`config.mk`:
```
export PLATFORM = sky130hd
export DESIGN_NAME = wp_lock_ctrl
export DESIGN_NICKNAME = d
export VERILOG_FILES = /design/src/rtl/wp_lock_pkg.sv /design/src/rtl/wp_range_regs.sv /design/src/rtl/wp_state_array.sv /design/src/rtl/wp_walk_seq.sv /design/src/rtl/wp_lock_ctrl.sv
export SDC_FILE = /design/constraint.sdc
export NUM_CORES = 1
export LEC_CHECK = 0
export ABC_CLOCK_PERIOD_IN_PS = 9300
export BUFFER_PORTS_ARGS = -buffer_cell sky130_fd_sc_hd__buf_2
export CORE_ASPECT_RATIO = 1.75
export CORE_MARGIN = 2
export CORE_UTILIZATION = 40
export CTS_CLUSTER_DIAMETER = 80
export DETAILED_ROUTE_END_ITERATION = 10
export GPL_TIMING_DRIVEN = 0
export SETUP_SLACK_MARGIN = 0.2
export SLEW_MARGIN = 20
export SYNTH_ARGS = -nofsm -noshare
export SYNTH_HDL_FRONTEND = slang
export SYNTH_SLANG_ARGS = --single-unit
```
`constraint.sdc`:
```
create_clock -name clk_i -period 9.3 [get_ports clk_i]
set_input_delay 0.465 -clock clk_i [delete_from_list [all_inputs] [get_ports clk_i]]
set_output_delay 0.465 -clock clk_i [all_outputs]
set_load 0.1 [all_outputs]
```
`src/rtl/wp_lock_pkg.sv`:
```
package wp_lock_pkg;
  localparam logic [2:0] LK_TIGHT    = 3'b001;
  localparam logic [2:0] LK_LOCKED   = 3'b010;
  localparam logic [2:0] LK_UNLOCKED = 3'b100;

  localparam logic [7:0] CMD_UNLOCK     = 8'h23;
  localparam logic [7:0] CMD_UNLOCK_ALL = 8'h27;
  localparam logic [7:0] CMD_LOCK       = 8'h2A;
  localparam logic [7:0] CMD_TIGHT      = 8'h2C;

  typedef enum logic [1:0] {OP_UNLOCK, OP_LOCK, OP_TIGHT} walk_op_e;
  typedef enum logic [1:0] {ST_IDLE, ST_WALK, ST_FIN} walk_st_e;
endpackage

```
`src/rtl/wp_range_regs.sv`:
```
module wp_range_regs #(
  parameter int ADDR_W = 5
) (
  input  logic              clk_i,
  input  logic              rst_ni,
  input  logic              warm_rst_i,
  input  logic              start_we_i,
  input  logic              end_we_i,
  input  logic [15:0]       wdata_i,
  output logic [ADDR_W-1:0] start_o,
  output logic [ADDR_W-1:0] end_o
);
  logic [ADDR_W-1:0] start_q, end_q, wval;
  assign wval = wdata_i[ADDR_W-1:0];

  always_ff @(posedge clk_i or negedge rst_ni) begin
    if (!rst_ni) begin
      start_q <= '0;
      end_q   <= '0;
    end else if (warm_rst_i) begin
      start_q <= '0;
      end_q   <= '0;
    end else begin
      if (start_we_i) begin
        start_q <= wval;
        end_q   <= wval;
      end
      if (end_we_i) end_q <= wval;
    end
  end

  assign start_o = start_q;
  assign end_o   = end_q;

  // first-block write mirrors into last-block
  a_r3_start_copies: assert property (@(posedge clk_i) disable iff (!rst_ni)
    (start_we_i && !end_we_i && !warm_rst_i) |=> (end_q == start_q));
endmodule

```
`src/rtl/wp_state_array.sv`:
```
module wp_state_array
  import wp_lock_pkg::*;
#(
  parameter int NUM_BLOCKS = 24,
  parameter int ADDR_W     = 5
) (
  input  logic              clk_i,
  input  logic              rst_ni,
  input  logic              wr_en_i,
  input  logic [ADDR_W-1:0] wr_idx_i,
  input  logic [2:0]        wr_val_i,
  input  logic [ADDR_W-1:0] rd_a_idx_i,
  output logic [2:0]        rd_a_o,
  input  logic [ADDR_W-1:0] rd_b_idx_i,
  output logic [2:0]        rd_b_o
);
  logic [2:0] blk_q [NUM_BLOCKS];

  for (genvar g = 0; g < NUM_BLOCKS; g++) begin : g_blk
    always_ff @(posedge clk_i or negedge rst_ni) begin
      if (!rst_ni)                                   blk_q[g] <= LK_LOCKED;
      else if (wr_en_i && wr_idx_i == ADDR_W'(g))    blk_q[g] <= wr_val_i;
    end

    a_r1_onehot: assert property (@(posedge clk_i) disable iff (!rst_ni)
      $onehot(blk_q[g]));
    // lock-tight is permanent until cold reset
    a_r13_tight_sticky: assert property (@(posedge clk_i) disable iff (!rst_ni)
      (blk_q[g] == LK_TIGHT) |=> (blk_q[g] == LK_TIGHT));
  end

  always_comb begin
    rd_a_o = 3'b000;
    rd_b_o = 3'b000;
    for (int i = 0; i < NUM_BLOCKS; i++) begin
      if (rd_a_idx_i == ADDR_W'(i)) rd_a_o = blk_q[i];
      if (rd_b_idx_i == ADDR_W'(i)) rd_b_o = blk_q[i];
    end
  end
endmodule

```
`src/rtl/wp_walk_seq.sv`:
```
module wp_walk_seq
  import wp_lock_pkg::*;
#(
  parameter int NUM_BLOCKS = 24,
  parameter int ADDR_W     = 5
) (
  input  logic              clk_i,
  input  logic              rst_ni,
  input  logic              warm_rst_i,
  input  logic [7:0]        cmd_i,
  input  logic              start_i,
  input  logic [ADDR_W-1:0] range_start_i,
  input  logic [ADDR_W-1:0] range_end_i,
  input  logic [2:0]        cur_state_i,
  output logic [ADDR_W-1:0] idx_o,
  output logic              wr_en_o,
  output logic [2:0]        wr_val_o,
  output logic              busy_o,
  output logic              done_o,
  output logic              err_o,
  output logic [2:0]        wp_status_o
);
  localparam logic [ADDR_W:0]   NUM_EXT  = (ADDR_W+1)'(NUM_BLOCKS);
  localparam logic [ADDR_W-1:0] LAST_IDX = ADDR_W'(NUM_BLOCKS - 1);

  walk_st_e          st_q;
  walk_op_e          op_q, op_dec;
  logic [ADDR_W-1:0] idx_q, end_q;
  logic              err_q;
  logic [2:0]        status_q;
  logic              is_range, is_all, oob, halt, skip, last;

  always_comb begin
    is_range = 1'b1;
    is_all   = 1'b0;
    op_dec   = OP_UNLOCK;
    unique case (cmd_i)
      CMD_UNLOCK:     op_dec = OP_UNLOCK;
      CMD_LOCK:       op_dec = OP_LOCK;
      CMD_TIGHT:      op_dec = OP_TIGHT;
      CMD_UNLOCK_ALL: begin is_range = 1'b0; is_all = 1'b1; end
      default:        is_range = 1'b0;
    endcase
  end

  assign oob  = {1'b0, idx_q} >= NUM_EXT;
  assign halt = (op_q != OP_TIGHT) && (cur_state_i == LK_TIGHT);
  assign skip = (op_q == OP_TIGHT) && (cur_state_i == LK_UNLOCKED);
  assign last = oob || halt || (idx_q == end_q);

  always_comb begin
    unique case (op_q)
      OP_LOCK:  wr_val_o = LK_LOCKED;
      OP_TIGHT: wr_val_o = LK_TIGHT;
      default:  wr_val_o = LK_UNLOCKED;
    endcase
  end
  assign wr_en_o = (st_q == ST_WALK) && !oob && !halt && !skip;

  always_ff @(posedge clk_i or negedge rst_ni) begin
    if (!rst_ni) begin
      st_q     <= ST_IDLE;
      op_q     <= OP_UNLOCK;
      idx_q    <= '0;
      end_q    <= '0;
      err_q    <= 1'b0;
      status_q <= LK_LOCKED;
    end else if (warm_rst_i) begin
      st_q     <= ST_IDLE;
      op_q     <= OP_UNLOCK;
      idx_q    <= '0;
      end_q    <= '0;
      err_q    <= 1'b0;
      status_q <= LK_LOCKED;
    end else begin
      unique case (st_q)
        ST_IDLE: if (start_i) begin
          err_q <= 1'b0;
          op_q  <= op_dec;
          if (is_all) begin
            idx_q <= '0;
            end_q <= LAST_IDX;
            st_q  <= ST_WALK;
          end else if (is_range) begin
            idx_q <= range_start_i;
            end_q <= range_end_i;
            st_q  <= (range_start_i > range_end_i) ? ST_FIN : ST_WALK;
          end else begin
            err_q <= 1'b1;
            st_q  <= ST_FIN;
          end
        end
        ST_WALK: begin
          if (wr_en_o) status_q <= wr_val_o;
          if (oob)     err_q    <= 1'b1;
          if (last)    st_q     <= ST_FIN;
          else         idx_q    <= idx_q + 1'b1;
        end
        default: st_q <= ST_IDLE;
      endcase
    end
  end

  assign idx_o       = idx_q;
  assign busy_o      = (st_q != ST_IDLE);
  assign done_o      = (st_q == ST_FIN);
  assign err_o       = err_q;
  assign wp_status_o = status_q;

  // done is the last busy cycle
  a_r10_done_then_idle: assert property (@(posedge clk_i) disable iff (!rst_ni)
    done_o |=> !busy_o);
  // status moves only from a walk or a warm reset
  a_r8_status_only_busy: assert property (@(posedge clk_i) disable iff (!rst_ni)
    (status_q != $past(status_q)) |-> ($past(st_q == ST_WALK) || $past(warm_rst_i)));
  // error is raised only by an active command
  a_r9_err_while_busy: assert property (@(posedge clk_i) disable iff (!rst_ni)
    $rose(err_q) |-> busy_o);
  // a start while busy does not restart the sequence
  a_r11_no_restart: assert property (@(posedge clk_i) disable iff (!rst_ni)
    (st_q == ST_WALK && start_i && !warm_rst_i && !last) |=> (st_q == ST_WALK));
endmodule

```
`src/rtl/wp_lock_ctrl.sv`:
```
module wp_lock_ctrl
  import wp_lock_pkg::*;
#(
  parameter int NUM_BLOCKS = 24,
  localparam int ADDR_W    = $clog2(NUM_BLOCKS)
) (
  input  logic              clk_i,
  input  logic              rst_ni,
  input  logic              warm_rst_i,
  input  logic              start_we_i,
  input  logic              end_we_i,
  input  logic [15:0]       addr_wdata_i,
  input  logic [7:0]        cmd_i,
  input  logic              cmd_start_i,
  output logic              busy_o,
  output logic              done_o,
  output logic              cmd_err_o,
  output logic [2:0]        wp_status_o,
  output logic [ADDR_W-1:0] start_addr_o,
  output logic [ADDR_W-1:0] end_addr_o,
  input  logic [ADDR_W-1:0] query_idx_i,
  output logic [2:0]        query_state_o
);
  logic [ADDR_W-1:0] walk_idx;
  logic [2:0]        walk_state, wr_val;
  logic              wr_en;

  wp_range_regs #(.ADDR_W(ADDR_W)) u_range (
    .clk_i      (clk_i),
    .rst_ni     (rst_ni),
    .warm_rst_i (warm_rst_i),
    .start_we_i (start_we_i),
    .end_we_i   (end_we_i),
    .wdata_i    (addr_wdata_i),
    .start_o    (start_addr_o),
    .end_o      (end_addr_o)
  );

  wp_walk_seq #(.NUM_BLOCKS(NUM_BLOCKS), .ADDR_W(ADDR_W)) u_seq (
    .clk_i         (clk_i),
    .rst_ni        (rst_ni),
    .warm_rst_i    (warm_rst_i),
    .cmd_i         (cmd_i),
    .start_i       (cmd_start_i),
    .range_start_i (start_addr_o),
    .range_end_i   (end_addr_o),
    .cur_state_i   (walk_state),
    .idx_o         (walk_idx),
    .wr_en_o       (wr_en),
    .wr_val_o      (wr_val),
    .busy_o        (busy_o),
    .done_o        (done_o),
    .err_o         (cmd_err_o),
    .wp_status_o   (wp_status_o)
  );

  wp_state_array #(.NUM_BLOCKS(NUM_BLOCKS), .ADDR_W(ADDR_W)) u_array (
    .clk_i      (clk_i),
    .rst_ni     (rst_ni),
    .wr_en_i    (wr_en),
    .wr_idx_i   (walk_idx),
    .wr_val_i   (wr_val),
    .rd_a_idx_i (walk_idx),
    .rd_a_o     (walk_state),
    .rd_b_idx_i (query_idx_i),
    .rd_b_o     (query_state_o)
  );

  // writes only land inside the array
  a_r4_write_in_range: assert property (@(posedge clk_i) disable iff (!rst_ni)
    wr_en |-> (int'(walk_idx) < NUM_BLOCKS));
endmodule

```
# Yosys cells after proc, flatten, opt, wreduce, memory -nomap -nowiden
# Cells that the tools add are included.
[classes]
add_sub_neg = 1
mul = 0
n_div = 0
n_lt_le_gt_ge = 2
eq_ne = 63
shifts = 0
muxes = 86
bitwise_logic = 0
reduce_logical = 53
[op_table]
columns = ["op", "n"]
rows = [
  ["3-bit 2-to-1 mux", 51],
  ["5-bit by 4-bit equality test with 1-bit output (second input constant)", 16],
  ["5-bit equality test (second input constant)", 16],
  ["5-bit 2-to-1 mux", 14],
  ["5-bit by 3-bit equality test with 1-bit output (second input constant)", 8],
  ["8-bit by 6-bit equality test with 1-bit output (second input constant)", 4],
  ["1-bit logical AND", 29],
  ["5-bit by 2-bit equality test with 1-bit output (second input constant)", 4],
  ["2-bit 2-to-1 mux", 9],
  ["2-bit nonzero test", 6],
  ["5-bit by 1-bit equality test with 1-bit output (second input constant)", 2],
  ["5-bit logical NOT", 2],
  ["5-bit one-hot mux with 2 select lines", 1],
  ["3-bit nonzero test", 3],
  ["2-bit one-hot mux with 2 select lines", 2],
  ["1-bit 2-to-1 mux", 7],
  ["3-bit by 2-bit inequality test with 1-bit output (second input constant)", 2],
  ["3-bit inequality test (second input constant)", 2],
  ["3-bit one-hot mux with 2 select lines", 1],
  ["2-bit AND reduction", 3],
  ["3-bit AND reduction", 2],
  ["5-bit by 1-bit adder with 5-bit output (second input constant)", 1],
  ["5-bit equality test", 1],
  ["5-bit >= comparator (second input constant)", 1],
  ["other kinds (13)", 18],
]
[word_totals]
ff_bits = 100
latchBits = 0
mem_bits_rw = 0
mem_bits_ro = 0
out_inout_bits = 19
word_cells = 237
memories = 0

# Longest topological paths before layout
[logic_depth]
word_depth = 33
mapped_depth = 15

# Cells and area by module
# Synthesis repeated with hierarchy kept, for this count alone.
[unflattened]
cells_unflattened = 619
hier_area_um2 = 6426.2
[modules_own_cells]
columns = ["module", "instances", "cells_per_inst", "area_per_inst_um2", "seq_area_each_um2"]
rows = [
  ["wp_state_array", 1, 439, 4654.5, 1831.8],
  ["wp_walk_seq", 1, 143, 1333.8, 451.7],
  ["wp_range_regs", 1, 37, 437.9, 250.2],
]

# Worst setup path before layout
# OpenSTA, ideal clock, no wires.
[synth_path]
kind = "input to output"
start = "in query_idx_i[2]"
end = "out query_state_o[0]"
arrival_time_ns = 4.033
t_required_ns = 8.835
path_slack_ns = 4.802
path_stages = 9
n_path_buf = 0
cell_sequence = "nor2b_1 -> a31oi_1 -> o21ai_0 -> o2111ai_1 -> a2111oi_0 -> o22ai_1 -> a22oi_1 -> nor3_1 -> o21ai_0"
[synth_via]
elab_chain_cells = 25
word_cells_on_any_way = 48
cone_classes = "eq/ne (23); mux (24); reduce/logical (1)"
[synth_rtl]
columns = ["element", "line", "rtl"]
rows = [
  ["start: declaration", "wp_lock_ctrl.sv:21", "input logic [ADDR_W-1:0] query_idx_i,"],
  ["5-bit logical NOT", "wp_state_array.sv:37", "if (rd_b_idx_i == ADDR_W'(i)) rd_b_o = blk_q[i];"],
  ["3-bit 2-to-1 mux (23 in series)", "wp_state_array.sv:37", ""],
  ["3-bit 2-to-1 mux *", "wp_state_array.sv:37", ""],
  ["end: declaration", "wp_lock_ctrl.sv:22", "output logic [2:0] query_state_o"],
]
# Every way passes the cells marked *; elsewhere a longest branch is shown, timed or not.

# Worst setup path in the final report
[layout_path]
start = "reg u_seq.idx_q[0], in the netlist u_seq.idx_o[0]"
end = "reg u_array.blk_q[50] (netlist name)"
[layout_via]
elab_chain_cells = 31
word_cells_on_any_way = 60
cone_classes = "order compare (1); eq/ne (25); mux (24); reduce/logical (10)"
[layout_rtl]
columns = ["element", "line", "rtl"]
rows = [
  ["start: declaration", "wp_walk_seq.sv:28", "logic [ADDR_W-1:0] idx_q, end_q;"],
  ["start signal: assignment", "wp_walk_seq.sv:85", "idx_q <= range_start_i;"],
  ["start signal: assignment", "wp_walk_seq.sv:97", "else idx_q <= idx_q + 1'b1;"],
  ["5-bit logical NOT", "wp_state_array.sv:36", "if (rd_a_idx_i == ADDR_W'(i)) rd_a_o = blk_q[i];"],
  ["3-bit 2-to-1 mux (24 in series)", "wp_state_array.sv:36", ""],
  ["3-bit by 1-bit equality test with 1-bit output", "wp_walk_seq.sv:47", "assign halt = (op_q != OP_TIGHT) && (cur_state_i == LK_TIGHT);"],
  ["1-bit logical AND", "wp_walk_seq.sv:47", ""],
  ["1-bit logical NOT", "wp_walk_seq.sv:58", "assign wr_en_o = (st_q == ST_WALK) && !oob && !halt && !skip;"],
  ["1-bit logical AND (2 in series)", "wp_walk_seq.sv:58", ""],
  ["1-bit logical AND *", "wp_state_array.sv:22", "else if (wr_en_i && wr_idx_i == ADDR_W'(g)) blk_q[g] <= wr_val_i;"],
  ["end signal: indexed assignment", "wp_state_array.sv:22", ""],
  ["end: declaration", "wp_state_array.sv:17", "logic [2:0] blk_q [NUM_BLOCKS];"],
]
# Marked as above.
# A chain may end at the register's enable or synchronous reset.

==> flow_metrics.env <==
export IMPL_crit_family="compound AO/OA/AOI/OAI gates"
export IMPL_period_needed_ns=5.87
export IMPL_busiest_layer="met2"
export IMPL_grt_use_met1_pct=30.5
export IMPL_antenna_found_initial=0
export IMPL_register_area_um2=2530
export IMPL_fin_crit_sh_pct=63.1
export IMPL_cap_violations=0
export IMPL_clockPowerShare_pct=37.5
export IMPL_ys_types=74
export IMPL_root_buffer="clkbuf_16"
export IMPL_drt_pass1_iter_count=6
export IMPL_avgSynthCellArea_um2=9.17
export IMPL_worst_slew_pin_slew_ns=1.03
export IMPL_ys_seq_area_share_pct=38.0
export IMPL_layout_drive_gt1_share_pct=20.6
export IMPL_cpPeakStageDelay_ns=1.01
export IMPL_post_cts_buffers=0
export IMPL_nNetsFinal=828
export IMPL_met3_usage_pct=2.68
export IMPL_wl_mm=23.9
export IMPL_clk_path_buf_depth=2
export IMPL_layout_commonest_cell="dfrtp_1"
export IMPL_critPathCaptureType="flip-flop"
export IMPL_grt_pass1_vias=6472
export IMPL_core_area_um2=16400
export IMPL_worst_ir_drop_vdd_v=0.000102
export IMPL_fp_dieH_um=175
export IMPL_grt_max_degree=58
export IMPL_finalHoldViolations=0
export IMPL_num_io_pins=54
export IMPL_slew_headroom_pct=31.4
export IMPL_p_per_area_nw_per_um2=136
export IMPL_viasPerCell=6.19
export IMPL_worstPathCellList="ha_1 -> clkbuf_1 -> clkbuf_1 -> and3_1 -> ha_1 -> nor2_1 -> a211oi_1 -> o2111ai_1 -> a2111oi_1 -> o22ai_1 -> o21ai_0 -> o32ai_4 -> nor4_2 -> mux2_2"
export IMPL_total_leakage_power_nw=3.14
export IMPL_syn_inst=727
export IMPL_vias=6254
export IMPL_multiInputGateArea_um2=3810
export IMPL_antenna_cells=0
export IMPL_yosys_warnings=0
export IMPL_drv_slew=0
export IMPL_final_cell_mix="75 x dfrtp_1, 70 x nor2_1, 56 x mux2_2"
export IMPL_ant_nets=0
export IMPL_cts_clk_slew_worst_paths_ns=0.07
export IMPL_start_kind="flip-flop"
export IMPL_cts_sinks=100
export IMPL_grtUsageMet2_pct=49.3
export IMPL_cts_hold_buffers=0
export IMPL_crit_required_ns=9.54
export IMPL_port_buffers=42
export IMPL_p_seq_share_pct=43.9
export IMPL_final_cell_count_no_fill=1010
export IMPL_cts_made_buffers=9
export IMPL_critPathSlowestCell="a2111oi_1"
export IMPL_post_place_cells=994
export IMPL_tritoncts="yes"
export IMPL_crit_type="reg2reg"
export IMPL_worst_path_max_fanout=10
export IMPL_synth_edf_count=0
export IMPL_place_congestion=1.04
export IMPL_synth_area_um2=6670
export IMPL_cp_arrival_ns=6.11
export IMPL_hold_class="in2async"
export IMPL_clk_latency_ns=0.36
export IMPL_cts_resized_gates=0
export IMPL_synth_main_ff_cell="dfrtp_1"
export IMPL_wl_per_cell_um=23.6
export IMPL_p_comb_share_pct=18.7
export IMPL_crit_buf_inv=2
export IMPL_synth_async_reset_ratio_pct=100
export IMPL_status="finished clean"
export IMPL_rsz0062_at_grt="false"
export IMPL_dieArea_um2=17800
export IMPL_dieWidth_um=102
export IMPL_fmax_mhz=170
export IMPL_grt_pass1_wl_mm=37.1
export IMPL_whs_ns=0.0264
export IMPL_fin_setup_tns_ns=0
export IMPL_h_tree_depth=3
export IMPL_intPower_mw=0.703
export IMPL_drt_iter0_drc=528
export IMPL_finalSetupViolations=0
export IMPL_grt_remaining_overflow=0
export IMPL_p_switching_mw=0.315
export IMPL_drc=0
export IMPL_ys_seq_elements=100
export IMPL_fp_row_count=62
export IMPL_grtUsageTotal_pct=28.1
export IMPL_start_util_pct=40.7
export IMPL_hpwlAfterDp_mm=18.7
export IMPL_synthToLayoutAreaGrowth_pct=12.4
export IMPL_n_fill_cell=1599
export IMPL_syn_nets=774
export IMPL_p_sw_share_pct=31.0
export IMPL_finClkSkew_ns=0.00537
cells in the mapped netlist, drive strengths merged (4+ instances only):
master,n,area (um2)
a2111oi,4,35.0
a211oi,13,97.6
a21oi,49,245
a22oi,7,52.6
a311oi,4,35.0
a31oi,4,25.0
a32oi,5,43.8
and2,5,31.3
and3,5,31.3
buf,8,47.5
clkbuf,45,169
dfrtp,75,1880
dfstp,25,657
ha,12,150
inv,29,109
mux2,68,766
mux2i,20,200
nand2,47,176
nand2b,9,56.3
nand3,19,95.1
nand3b,5,37.5
nand4,7,43.8
nand4bb,4,45.0
nor2,70,263
nor2b,20,125
nor3,25,145
nor3b,6,45.0
nor4,4,31.3
nor4bb,4,40.0
o211ai,7,52.6
o21a,4,30.0
o21ai,38,190
o22ai,17,106
o32ai,4,53.8
xnor2,4,35.0
cell families after synthesis:
| kind of cell | count (synthesis) | synth area share (%) |
|---|---|---|
| DFF | 100 | 38.0 |
| xor gates and xnor gates | 4 | 0.525 |
| muxes | 91 | 15.5 |
| adders and majority gates | 12 | 2.25 |
| buffers and inverters | 82 | 4.88 |
| AOI/OAI and AO/OA | 186 | 18.4 |
| and+or+nand+nor | 252 | 20.5 |
area by class of cell:
type                       instances  area share [%]
clock buffer                       9            3.01
clock inverter                     7           0.985
inverter                          29            1.45
tap                              224            3.74
timing repair buffer              43            3.26
buffer                            53            2.89
multi-input combinational        545            50.9
sequential                       100            33.8
path summary, 6_finish.rpt:
path                       cells after the start                   end       startpoint  slack, ns
min reg2reg                                    1           u_seq.err_o      u_seq.err_o       0.50
min in group clk_i                             3    u_range.start_o[1]  addr_wdata_i[1]       0.37
min                                            1  u_seq.wp_status_o[2]           rst_ni       0.03
max                                           14     u_array.blk_q[50]   u_seq.idx_o[0]       3.43
max in group asynchronous                      2     u_array.blk_q[49]           rst_ni       8.59
max reg2reg                                   14     u_array.blk_q[50]   u_seq.idx_o[0]       3.43
worst register-to-register path, cell delays in order, from the launching register on:
cell and delay, ns:
dfrtp_1 0.45, ha_1 0.30, clkbuf_1 0.49, clkbuf_1 0.49, and3_1 0.24, ha_1 0.37
nor2_1 0.08, a211oi_1 0.27, o2111ai_1 0.31, a2111oi_1 1.01, o22ai_1 0.30, o21ai_0 0.22
o32ai_4 0.24, nor4_2 0.59, mux2_2 0.40
state kept, by name, indices dropped and copies added (netlist names):
name               count
u_seq.end_q            5
u_range.start_o        5
u_seq.op_q             2
u_array.blk_q         72
u_seq.err_o            1
u_seq.st_q             2
u_seq.idx_o            5
u_range.end_o          5
u_seq.wp_status_o      3
power by group through the flow:
stage / Sequential, mW / Combinational [mW] / Clock, mW
after floorplan: 0.474 / 0.103 / 0
after global placement: 0.454 / 0.183 / 0
after detailed placement: 0.454 / 0.186 / 0
after CTS: 0.446 / 0.187 / 0.389
after global routing: 0.447 / 0.202 / 0.410
final: 0.447 / 0.190 / 0.382
per-layer routing:
metal	up-vias	share of wire, %
met3	102	4.8
li1	2794	-
met4	0	8.0
met1	3063	35
met5	-	0
met2	295	52
through the flow:
stage	power, mW	util [%]	setup WS [ns]	area [um2]
final	1.02	45.8	3.43	7490
after global routing	1.06	45.8	3.22	7490
after CTS	1.02	45.8	3.63	7490
after detailed placement	0.641	44.0	3.67	7190
after global placement	0.637	43.7	3.43	7160
after floorplan	0.577	-	4.80	6670
(Power assumes the default switching activity.)
